**src/rtl/pwrseq_pkg.sv**
```systemverilog
package pwrseq_pkg;
  typedef enum logic [2:0] {
    PS_START,
    PS_HOLD,
    PS_RUN,
    PS_DELAY,
    PS_DRAIN,
    PS_SLEEP
  } pwr_st_e;

  localparam logic [1:0] CODE_DOWN   = 2'd0;
  localparam logic [1:0] CODE_ACTIVE = 2'd1;
  localparam logic [1:0] CODE_WIND   = 2'd2;
  localparam logic [1:0] CODE_SLEEP  = 2'd3;
endpackage

```
**src/rtl/pwrseq_tick.sv**
```systemverilog
module pwrseq_tick #(
  parameter int CLK_HZ  = 50_000_000,
  parameter int TICK_HZ = 1_000_000
) (
  input  logic clk,
  input  logic rst_n,
  output logic tick
);
  localparam int DIV   = (CLK_HZ / TICK_HZ < 1) ? 1 : CLK_HZ / TICK_HZ;
  localparam int DIV_W = (DIV < 2) ? 1 : $clog2(DIV);

  generate
    if (DIV == 1) begin : g_pass
      assign tick = 1'b1;
    end else begin : g_div
      logic [DIV_W-1:0] cnt_q, cnt_d;

      always_comb begin
        if (cnt_q == DIV_W'(DIV - 1)) cnt_d = '0;
        else                          cnt_d = cnt_q + 1'b1;
      end

      always_ff @(posedge clk or negedge rst_n) begin
        if (!rst_n) cnt_q <= '0;
        else        cnt_q <= cnt_d;
      end

      assign tick = (cnt_q == DIV_W'(DIV - 1));

      assert_tick_gap_R2: assert property (@(posedge clk) disable iff (!rst_n)
        tick |=> !tick);
    end
  endgenerate
endmodule

```
**src/rtl/pwrseq_rstq.sv**
```systemverilog
module pwrseq_rstq #(
  parameter int RST_MIN = 10,
  parameter int RST_MAX = 2500
) (
  input  logic clk,
  input  logic rst_n,
  input  logic tick,
  input  logic pin_n,
  input  logic nvm_pend,
  output logic warm_go,
  output logic hold,
  output logic nvm_long
);
  localparam int LOW_W = $clog2(RST_MAX + 2);

  logic             s1_q, s2_q;
  logic [LOW_W-1:0] low_q, low_d;
  logic             nvm_q, nvm_d;

  always_comb begin
    low_d = low_q;
    if (s2_q)                                      low_d = '0;
    else if (tick && (low_q <= LOW_W'(RST_MAX)))   low_d = low_q + 1'b1;
    nvm_d = s2_q ? nvm_pend : nvm_q;
  end

  always_ff @(posedge clk or negedge rst_n) begin
    if (!rst_n) begin
      s1_q  <= 1'b1;
      s2_q  <= 1'b1;
      low_q <= '0;
      nvm_q <= 1'b0;
    end else begin
      s1_q  <= pin_n;
      s2_q  <= s1_q;
      low_q <= low_d;
      nvm_q <= nvm_d;
    end
  end

  assign warm_go  = s2_q && (low_q >= LOW_W'(RST_MIN));
  assign hold     = !s2_q && (low_q > LOW_W'(RST_MAX));
  assign nvm_long = nvm_q;

  assert_low_cap_R5: assert property (@(posedge clk) disable iff (!rst_n)
    low_q <= LOW_W'(RST_MAX + 1));
endmodule

```
**src/rtl/pwrseq_fsm.sv**
```systemverilog
module pwrseq_fsm
  import pwrseq_pkg::*;
#(
  parameter int START_T     = 15000,
  parameter int START_NVM_T = 20000,
  parameter int DLY_W       = 16
) (
  input  logic             clk,
  input  logic             rst_n,
  input  logic             tick,
  input  logic             warm_go,
  input  logic             hold,
  input  logic             nvm_long,
  input  logic             cmd_pend,
  input  logic             idle_busy,
  input  logic             addr_hit,
  input  logic [DLY_W-1:0] sleep_dly,
  output logic             if_ready,
  output logic [1:0]       pwr_state,
  output logic             sleep_en
);
  localparam int DLY_MAX = (1 << DLY_W) - 1;
  localparam int TMR_MAX = (START_NVM_T > DLY_MAX) ? START_NVM_T : DLY_MAX;
  localparam int TMR_W   = $clog2(TMR_MAX + 1);

  pwr_st_e          st_q, st_d;
  logic [TMR_W-1:0] tmr_q, tmr_d;

  always_comb begin
    st_d  = st_q;
    tmr_d = tmr_q;
    if (hold) begin
      st_d = PS_HOLD;
    end else if (warm_go) begin
      st_d  = PS_START;
      tmr_d = nvm_long ? TMR_W'(START_NVM_T) : TMR_W'(START_T);
    end else begin
      case (st_q)
        PS_START: begin
          if (tmr_q == '0) st_d  = PS_RUN;
          else if (tick)   tmr_d = tmr_q - 1'b1;
        end
        PS_HOLD: st_d = PS_HOLD;
        PS_RUN: begin
          if (!cmd_pend) begin
            st_d  = PS_DELAY;
            tmr_d = TMR_W'(sleep_dly);
          end
        end
        PS_DELAY: begin
          if (cmd_pend)         st_d  = PS_RUN;
          else if (tmr_q == '0) st_d  = PS_DRAIN;
          else if (tick)        tmr_d = tmr_q - 1'b1;
        end
        PS_DRAIN: begin
          if (cmd_pend)        st_d = PS_RUN;
          else if (!idle_busy) st_d = PS_SLEEP;
        end
        PS_SLEEP: begin
          if (addr_hit) st_d = PS_RUN;
        end
        default: st_d = PS_START;
      endcase
    end
  end

  always_ff @(posedge clk or negedge rst_n) begin
    if (!rst_n) begin
      st_q  <= PS_START;
      tmr_q <= TMR_W'(START_T);
    end else begin
      st_q  <= st_d;
      tmr_q <= tmr_d;
    end
  end

  always_comb begin
    case (st_q)
      PS_RUN:             pwr_state = CODE_ACTIVE;
      PS_DELAY, PS_DRAIN: pwr_state = CODE_WIND;
      PS_SLEEP:           pwr_state = CODE_SLEEP;
      default:            pwr_state = CODE_DOWN;
    endcase
  end

  assign if_ready = (st_q != PS_START) && (st_q != PS_HOLD);
  assign sleep_en = (st_q == PS_SLEEP);

  assert_hold_down_R5: assert property (@(posedge clk) disable iff (!rst_n)
    hold |=> (pwr_state == CODE_DOWN));
  assert_warm_restart_R3: assert property (@(posedge clk) disable iff (!rst_n)
    (warm_go && !hold) |=> !if_ready);
  assert_sleep_entry_R8: assert property (@(posedge clk) disable iff (!rst_n)
    $rose(sleep_en) |-> (!$past(idle_busy) && !$past(cmd_pend)));
  assert_wake_cause_R10: assert property (@(posedge clk) disable iff (!rst_n)
    $fell(sleep_en) |-> ($past(addr_hit) || $past(hold) || $past(warm_go)));
  assert_cancel_R9: assert property (@(posedge clk) disable iff (!rst_n)
    ((pwr_state == CODE_WIND) && cmd_pend && !hold && !warm_go) |=> (pwr_state == CODE_ACTIVE));
endmodule

```
**src/rtl/pwrseq_top.sv**
```systemverilog
module pwrseq_top #(
  parameter int CLK_HZ      = 50_000_000,
  parameter int TICK_HZ     = 1_000_000,
  parameter int RST_MIN     = 10,
  parameter int RST_MAX     = 2500,
  parameter int START_T     = 15000,
  parameter int START_NVM_T = 20000,
  parameter int DLY_W       = 16
) (
  input  logic             clk,
  input  logic             rst_n,
  input  logic             rst_pin_n,
  input  logic             nvm_pend,
  input  logic             cmd_pend,
  input  logic             idle_busy,
  input  logic             addr_hit,
  input  logic [DLY_W-1:0] sleep_dly,
  output logic             if_ready,
  output logic [1:0]       pwr_state,
  output logic             sleep_en
);
  logic tick, warm_go, hold, nvm_long;

  pwrseq_tick #(.CLK_HZ(CLK_HZ), .TICK_HZ(TICK_HZ)) u_tick (
    .clk(clk), .rst_n(rst_n), .tick(tick)
  );

  pwrseq_rstq #(.RST_MIN(RST_MIN), .RST_MAX(RST_MAX)) u_rstq (
    .clk(clk), .rst_n(rst_n), .tick(tick), .pin_n(rst_pin_n),
    .nvm_pend(nvm_pend), .warm_go(warm_go), .hold(hold), .nvm_long(nvm_long)
  );

  pwrseq_fsm #(.START_T(START_T), .START_NVM_T(START_NVM_T), .DLY_W(DLY_W)) u_fsm (
    .clk(clk), .rst_n(rst_n), .tick(tick), .warm_go(warm_go), .hold(hold),
    .nvm_long(nvm_long), .cmd_pend(cmd_pend), .idle_busy(idle_busy),
    .addr_hit(addr_hit), .sleep_dly(sleep_dly), .if_ready(if_ready),
    .pwr_state(pwr_state), .sleep_en(sleep_en)
  );
endmodule

```
**config.mk**
```make
export PLATFORM = sky130hd
export DESIGN_NAME = pwrseq_top
export DESIGN_NICKNAME = d
export VERILOG_FILES = /design/src/rtl/pwrseq_pkg.sv /design/src/rtl/pwrseq_tick.sv /design/src/rtl/pwrseq_rstq.sv /design/src/rtl/pwrseq_fsm.sv /design/src/rtl/pwrseq_top.sv
export SDC_FILE = /design/constraint.sdc
export NUM_CORES = 1
export LEC_CHECK = 0
export ABC_AREA = 1
export BUFFER_PORTS_ARGS = -buffer_cell sky130_fd_sc_hd__buf_2
export CORE_AREA = 4 4 85 87
export CTS_CLUSTER_SIZE = 14
export DETAILED_ROUTE_END_ITERATION = 10
export DIE_AREA = 0 0 89 91
export PLACE_DENSITY = 0.75
export SLEW_MARGIN = 20
export SYNTH_ARGS = -nofsm -noshare
export SYNTH_HDL_FRONTEND = slang
export SYNTH_SLANG_ARGS = --single-unit
export TNS_END_PERCENT = 30
```
**constraint.sdc**
```tcl
create_clock -name clk -period 1.6 [get_ports clk]
set_input_delay 0.08 -clock clk [delete_from_list [all_inputs] [get_ports clk]]
set_output_delay 0.08 -clock clk [all_outputs]
set_load 0.05 [all_outputs]
```
# Yosys cells after proc, flatten, opt, wreduce, memory -nomap -nowiden
# Cells that the tools add are included.
[op_classes] add_sub_neg=3 n_mux=21 reduce_logical=13 mul=0 magnitude_cmp=3 n_shift=0 n_bitwise=1 div_mod_pow=0 n_eq_ne=14
[op_table] cell="$mux W16" n=5
[op_table] cell="$pmux W16 S3" n=1
[op_table] cell="$mux W3" n=9
[op_table] cell="$mux W12" n=2
[op_table] cell="$pmux W3 S6" n=1
[op_table] cell="$logic_not A16 Y1" n=1
[op_table] cell="$sub A16 B1 Y16 const B" n=1
[op_table] cell="$mux W15" n=1
[op_table] cell="$add A12 B1 Y12 const B" n=1
[op_table] cell="$ge A12 B4 Y1 const B" n=1
[op_table] cell="$gt A12 B12 Y1 const B" n=1
[op_table] cell="$le A12 B12 Y1 const B" n=1
[op_table] cell="$ne A4 B2 Y1 const B" n=2
[op_table] cell="$add A6 B1 Y6 const B" n=1
[op_table] cell="$eq A3 B2 Y1 const B" n=2
[op_table] cell="$eq A3 B3 Y1 const B" n=2
[op_table] cell="$eq A6 B6 Y1 const B" n=1
[op_table] cell="$mux W6" n=1
[op_table] cell="$ne A3 B2 Y1 const B" n=2
[op_table] cell="$pmux W2 S3" n=1
[op_table] cell="$ne A5 B3 Y1 const B" n=1
[op_table] cell="$ne A5 B4 Y1 const B" n=1
[op_table] cell="$reduce_and A5 Y1" n=1
[op_table] cell="$logic_and A1 B1 Y1" n=4
[op_table] cell="other kinds (11)" n=11
[word_totals] mem_bits_rw=0 n_memories=0 elab_cells=62 latchBits=0 ff_bits=40 rom_bits=0

# Logic depth before layout (Yosys ltp)
[depth] word_depth=6 ltp_mapped=13 ltp_nobuf=13

# Hierarchy
# A second synthesis with hierarchy kept.
[hier_totals] cells_unflattened=476 hier_area_um2=3002.9
[modules_own_cells] mod="pwrseq_fsm" cells_each=286 area_per_inst_um2=1667.8 instances=1
[modules_own_cells] mod="pwrseq_rstq" cells_each=156 area_per_inst_um2=1037.2 instances=1
[modules_own_cells] mod="pwrseq_tick" cells_each=34 area_per_inst_um2=297.8 instances=1

# Worst setup path after synthesis
# OpenSTA, ideal clock, no wires.
[synth_timing] kind="register to register" startpoint="reg u_fsm.st_q[2]" endpoint="reg u_fsm.st_q[1]" path_slack_ns=0.062 n_path_buf=0 stages_incl_launch_ff=10 required_ns=1.480 arrival_time_ns=1.418 path_cell_list="dfrtp_1 inv_2 nand2_1 nor2_2 inv_2 nand2_1 a21oi_1 nand2_1 o21ai_0 nor2_1"
[synth_between] elab_chain_len=4 elab_cells_between_ends=15 cone_classes="10 x eq/ne; 3 x mux; 2 x reduce/logical"
[synth_rtl] element="start, declared" line="pwrseq_fsm.sv:26" text="pwr_st_e st_q, st_d;"
[synth_rtl] element="start signal, assigned" line="pwrseq_fsm.sv:72" text="st_q <= st_d;"
[synth_rtl] element="$eq A3 B3 Y1, or another cell as far along" line="pwrseq_fsm.sv:38" text="case (st_q)"
[synth_rtl] element="$pmux W3 S6" line="pwrseq_fsm.sv:38"
[synth_rtl] element="$mux W3" line="pwrseq_fsm.sv:34" text="end else if (warm_go) begin"
[synth_rtl] element="$mux W3" line="pwrseq_fsm.sv:32" text="if (hold) begin"
# Parallel ways exist; a longest one is shown, timed or not.
# A chain may end at the register's enable or synchronous reset.

# Worst setup path after layout
[layout_timing] startpoint="reg u_fsm.tmr_q[1]" endpoint="reg u_fsm.tmr_q[7]"
[layout_between] elab_chain_len=6 elab_cells_between_ends=7 cone_classes="1 x add/sub; 5 x mux; 1 x reduce/logical"
[layout_rtl] element="start, declared" line="pwrseq_fsm.sv:27" text="logic [TMR_W-1:0] tmr_q, tmr_d;"
[layout_rtl] element="start signal, assigned" line="pwrseq_fsm.sv:70" text="tmr_q <= TMR_W'(START_T);"
[layout_rtl] element="start signal, assigned" line="pwrseq_fsm.sv:73" text="tmr_q <= tmr_d;"
[layout_rtl] element="$sub A16 B1 Y16" line="pwrseq_fsm.sv:41, pwrseq_fsm.sv:53"
[layout_rtl] element="$mux W16" line="pwrseq_fsm.sv:41, pwrseq_fsm.sv:53"
[layout_rtl] element="$mux W16 *" line="pwrseq_fsm.sv:40" text="if (tmr_q == '0) st_d = PS_RUN;"
[layout_rtl] element="$mux W16" line="pwrseq_fsm.sv:51" text="if (cmd_pend) st_d = PS_RUN;"
[layout_rtl] element="$pmux W16 S3 *" line="pwrseq_fsm.sv:38"
[layout_rtl] element="$mux W16 *" line="pwrseq_fsm.sv:34"
# Every way passes the cells marked *; elsewhere a longest branch is shown, timed or not. The select of a mux whose other input is x is not followed.

==> results_dict.tcl <==
set metrics [dict create \
    fmax_ghz 0.6235 \
    regArea_sq_um 1012 \
    placed_area_sq_um 3367 \
    syn_area_sq_um 2823 \
    grt_use_met1_pct 24.46 \
    period_needed_ps 1604 \
    die_w_um 89 \
    cp_top_family "simple AND/OR/NAND/NOR gates" \
    post_synth_num_cell_types 33 \
    fin_setup_tns_ps -3.960 \
    vias_per_cell 5.344 \
    relSlewSlack_pct 71.92 \
    min_period_over_period_pct 100.2 \
    grt_pass1_vias 2933 \
    path_clk_slew_ps 90 \
    io_buffers 26 \
    synthTopCellsByCount "nand2_1, nand3_1, nor2_1, inv_1, dfrtp_1" \
    cp.buffers_inverters 3 \
    clock_path_buffers 2 \
    cp-start-kind "register" \
    status "finished with violations" \
    vias 3094 \
    dp.cells 563 \
    synthCells 426 \
    post-route-cell-area_sq_um 3706 \
    finalHoldViolations 0 \
    crit_chain "inv_2, ha_1, inv_1, nor2_1, nand2_1, nor2_1, nand2_1, nand2_1, nand2_2, nand3_4, buf_12, nand3_1, nand2_1" \
    finalSetupViolCount 1 \
    wire_per_inst_um 13.56 \
    die_height_um 91 \
    cpMostUsedCell "nand2_1" \
    antenna_found_initial 0 \
    drive_above_1_share_pct 29.68 \
    avgSynthCellArea_sq_um 6.626 \
    seq_area_frac_synth_pct 35.86 \
    critical_path.max_fanout 11 \
    htree_levels 2 \
    rows 29 \
    cts_sinks 40 \
    holdCritPathClass "in -> reg" \
    multi_input_comb_area_sq_um 1737 \
    drtPass1Iterations 5 \
    ys_ff_latch 40 \
    core_sq_um 6350 \
    clock_skew_ps 9.748 \
    met2_usage_pct 32.12 \
    fin_nets 530 \
    maxSlewViolCount 0 \
    grt_first_pass_wirelength_um 12650 \
    tightest_slew_ps 421.2 \
    total_power_mw 5.730 \
    violations "setup timing" \
    grt-busiest-layer "met2" \
    setup_ws_ps -3.960 \
    synth_top_area_share_pct 27.48 \
    syn_nets 455 \
    yosysWarnings 0 \
    use_met3_pct 4.163 \
    maxCapViolCount 0 \
    p_leak_nw 1.898 \
    yosysTopAreaCell "dfrtp_1" \
    initialDrtViolationCount 190 \
    antenna_cells 0 \
    cts_tree "built" \
    critPathKind "reg -> reg" \
    synth_edf_count 0 \
    gp_congestion 0.9354 \
    pin_count 27 \
    synth.area.top_cells "dfrtp_1, nand2_1, nand3_1" \
    cp_slowest_cell "dfrtp_1" \
    cts-root-buf "clkbuf_8" \
    vdd_drop_max_mv 1.131 \
    synthArstFlopShare_pct 100.0 \
    numCtsBuffers 5 \
    ant_nets 0 \
    finalWirelength_um 7853 \
    n_fill_cell 559 \
    clk_latency_ps 300 \
    grt.total_usage_pct 19.43 \
    yosysMostFrequentCell "nand2_1" \
    grt_start_max_net_pins 20 \
    rsz0062_at_grt "yes" \
    pwr_density_cell_nw_per_um2 1546 \
    end_kind "register" \
    area_growth_pct 31.29 \
    cpPeakStageDelay_ps 400 \
    dieArea_sq_um 8099 \
    fin_hold_ws_ps 37.27 \
    dp_hpwl_um 5736 \
    drc 0 \
    cp.arrival_ps 1850 \
    cp_data_required_time_ps 1850 \
    final_cells 579 \
    grt_overflow 0 \
    start_util_pct 44.45 \
    synthFlopType "dfrtp_1" \
]
## stage by stage
stage	setup slack, ps	utilization (%)
floorplan	62.05	-
global placement	18.77	53.02
detailed placement	-5.468	53.02
CTS	-29.28	55.01
global route	-134.4	58.36
finish	-3.960	58.36
## final cells by class
cell class              instances  area share [%]
flip-flops and latches         40           27.31
repair buffers                 77           15.87
well taps                      77           2.600
multi-input cells             331           46.86
clock buffers                   6           2.228
clock inverters                 2          0.2701
inverters                      46           4.862
## report_power, final
group / internal [mW] / switching (mW)
registers: 1.32 / 0.229
clock network: 0.345 / 0.379
logic: 1.36 / 2.09
total: 3.03 / 2.70
## state kept, by name (all words and copies together) (netlist names)
signal / flops
u_fsm.st_q: 3
u_fsm.tmr_q: 16
u_rstq.low_q: 12
u_rstq.nvm_long: 1
u_rstq.s1_q: 1
u_rstq.s2_q: 1
u_tick.g_div.cnt_q: 6
## logic make-up after synthesis
family / synth area share [%]
compound gates: 8.732
xor+xnor: 1.551
fa+ha+maj: 2.660
buf+inv: 8.067
flops: 35.86
simple gates: 43.13
## worst register-to-register path, stage by stage (launching register included)
cell and delay [ps]:
dfrtp_1 400, inv_2 60, ha_1 120, inv_1 30, nor2_1 90, nand2_1 60
nor2_1 80, nand2_1 100, nand2_1 100, nand2_2 70, nand3_4 120, buf_12 140
nand3_1 80, nand2_1 80
## path summary, 6_finish.rpt
path / startpoint / endpoint / slack, ps / depth (start not counted)
max: u_fsm.tmr_q[1]$_DFFE_PN0P_ / u_fsm.tmr_q[7]$_DFFE_PN1P_ / -4 / 13
min: nvm_pend / u_rstq.nvm_long$_DFFE_PN0P_ / 40 / 3
max reg2reg: u_fsm.tmr_q[1]$_DFFE_PN0P_ / u_fsm.tmr_q[7]$_DFFE_PN1P_ / -4 / 13
min reg2reg: u_rstq.s1_q$_DFF_PN1_ / u_rstq.s2_q$_DFF_PN1_ / 380 / 0
max in group asynchronous: rst_n / u_fsm.tmr_q[12]$_DFFE_PN1P_ / 810 / 3
min in group asynchronous: rst_n / u_fsm.tmr_q[8]$_DFFE_PN0P_ / 240 / 2
## per-layer routing
metal | routed length, um | vias up
met1 | 3212 | 1434
met4 | 186 | 0
li1 | - | 1524
met2 | 3905 | 111
met3 | 549 | 25
met5 | 0 | -
## cells in the final DEF, fill, tap and decap left out, types with 8 or more instances in the layout
cell     instances
a21oi_1         10
buf_2           24
buf_4           43
dfrtp_1         31
dfstp_2          9
inv_1           37
inv_2            8
nand2_1        118
nand2_2         11
nand3_1         52
nand4_1          9
nor2_1          49
o21ai_0         16
o21ai_1         10
## repair_timing
item	CTS	global route
pin swaps	0	12
setup buffers	0	6
endpoints found under the hold margin	10	0
hold buffers	2	0
gates resized for setup	5	61
setup endpoints to repair	4	33
Power figures use the tool's default switching activity.
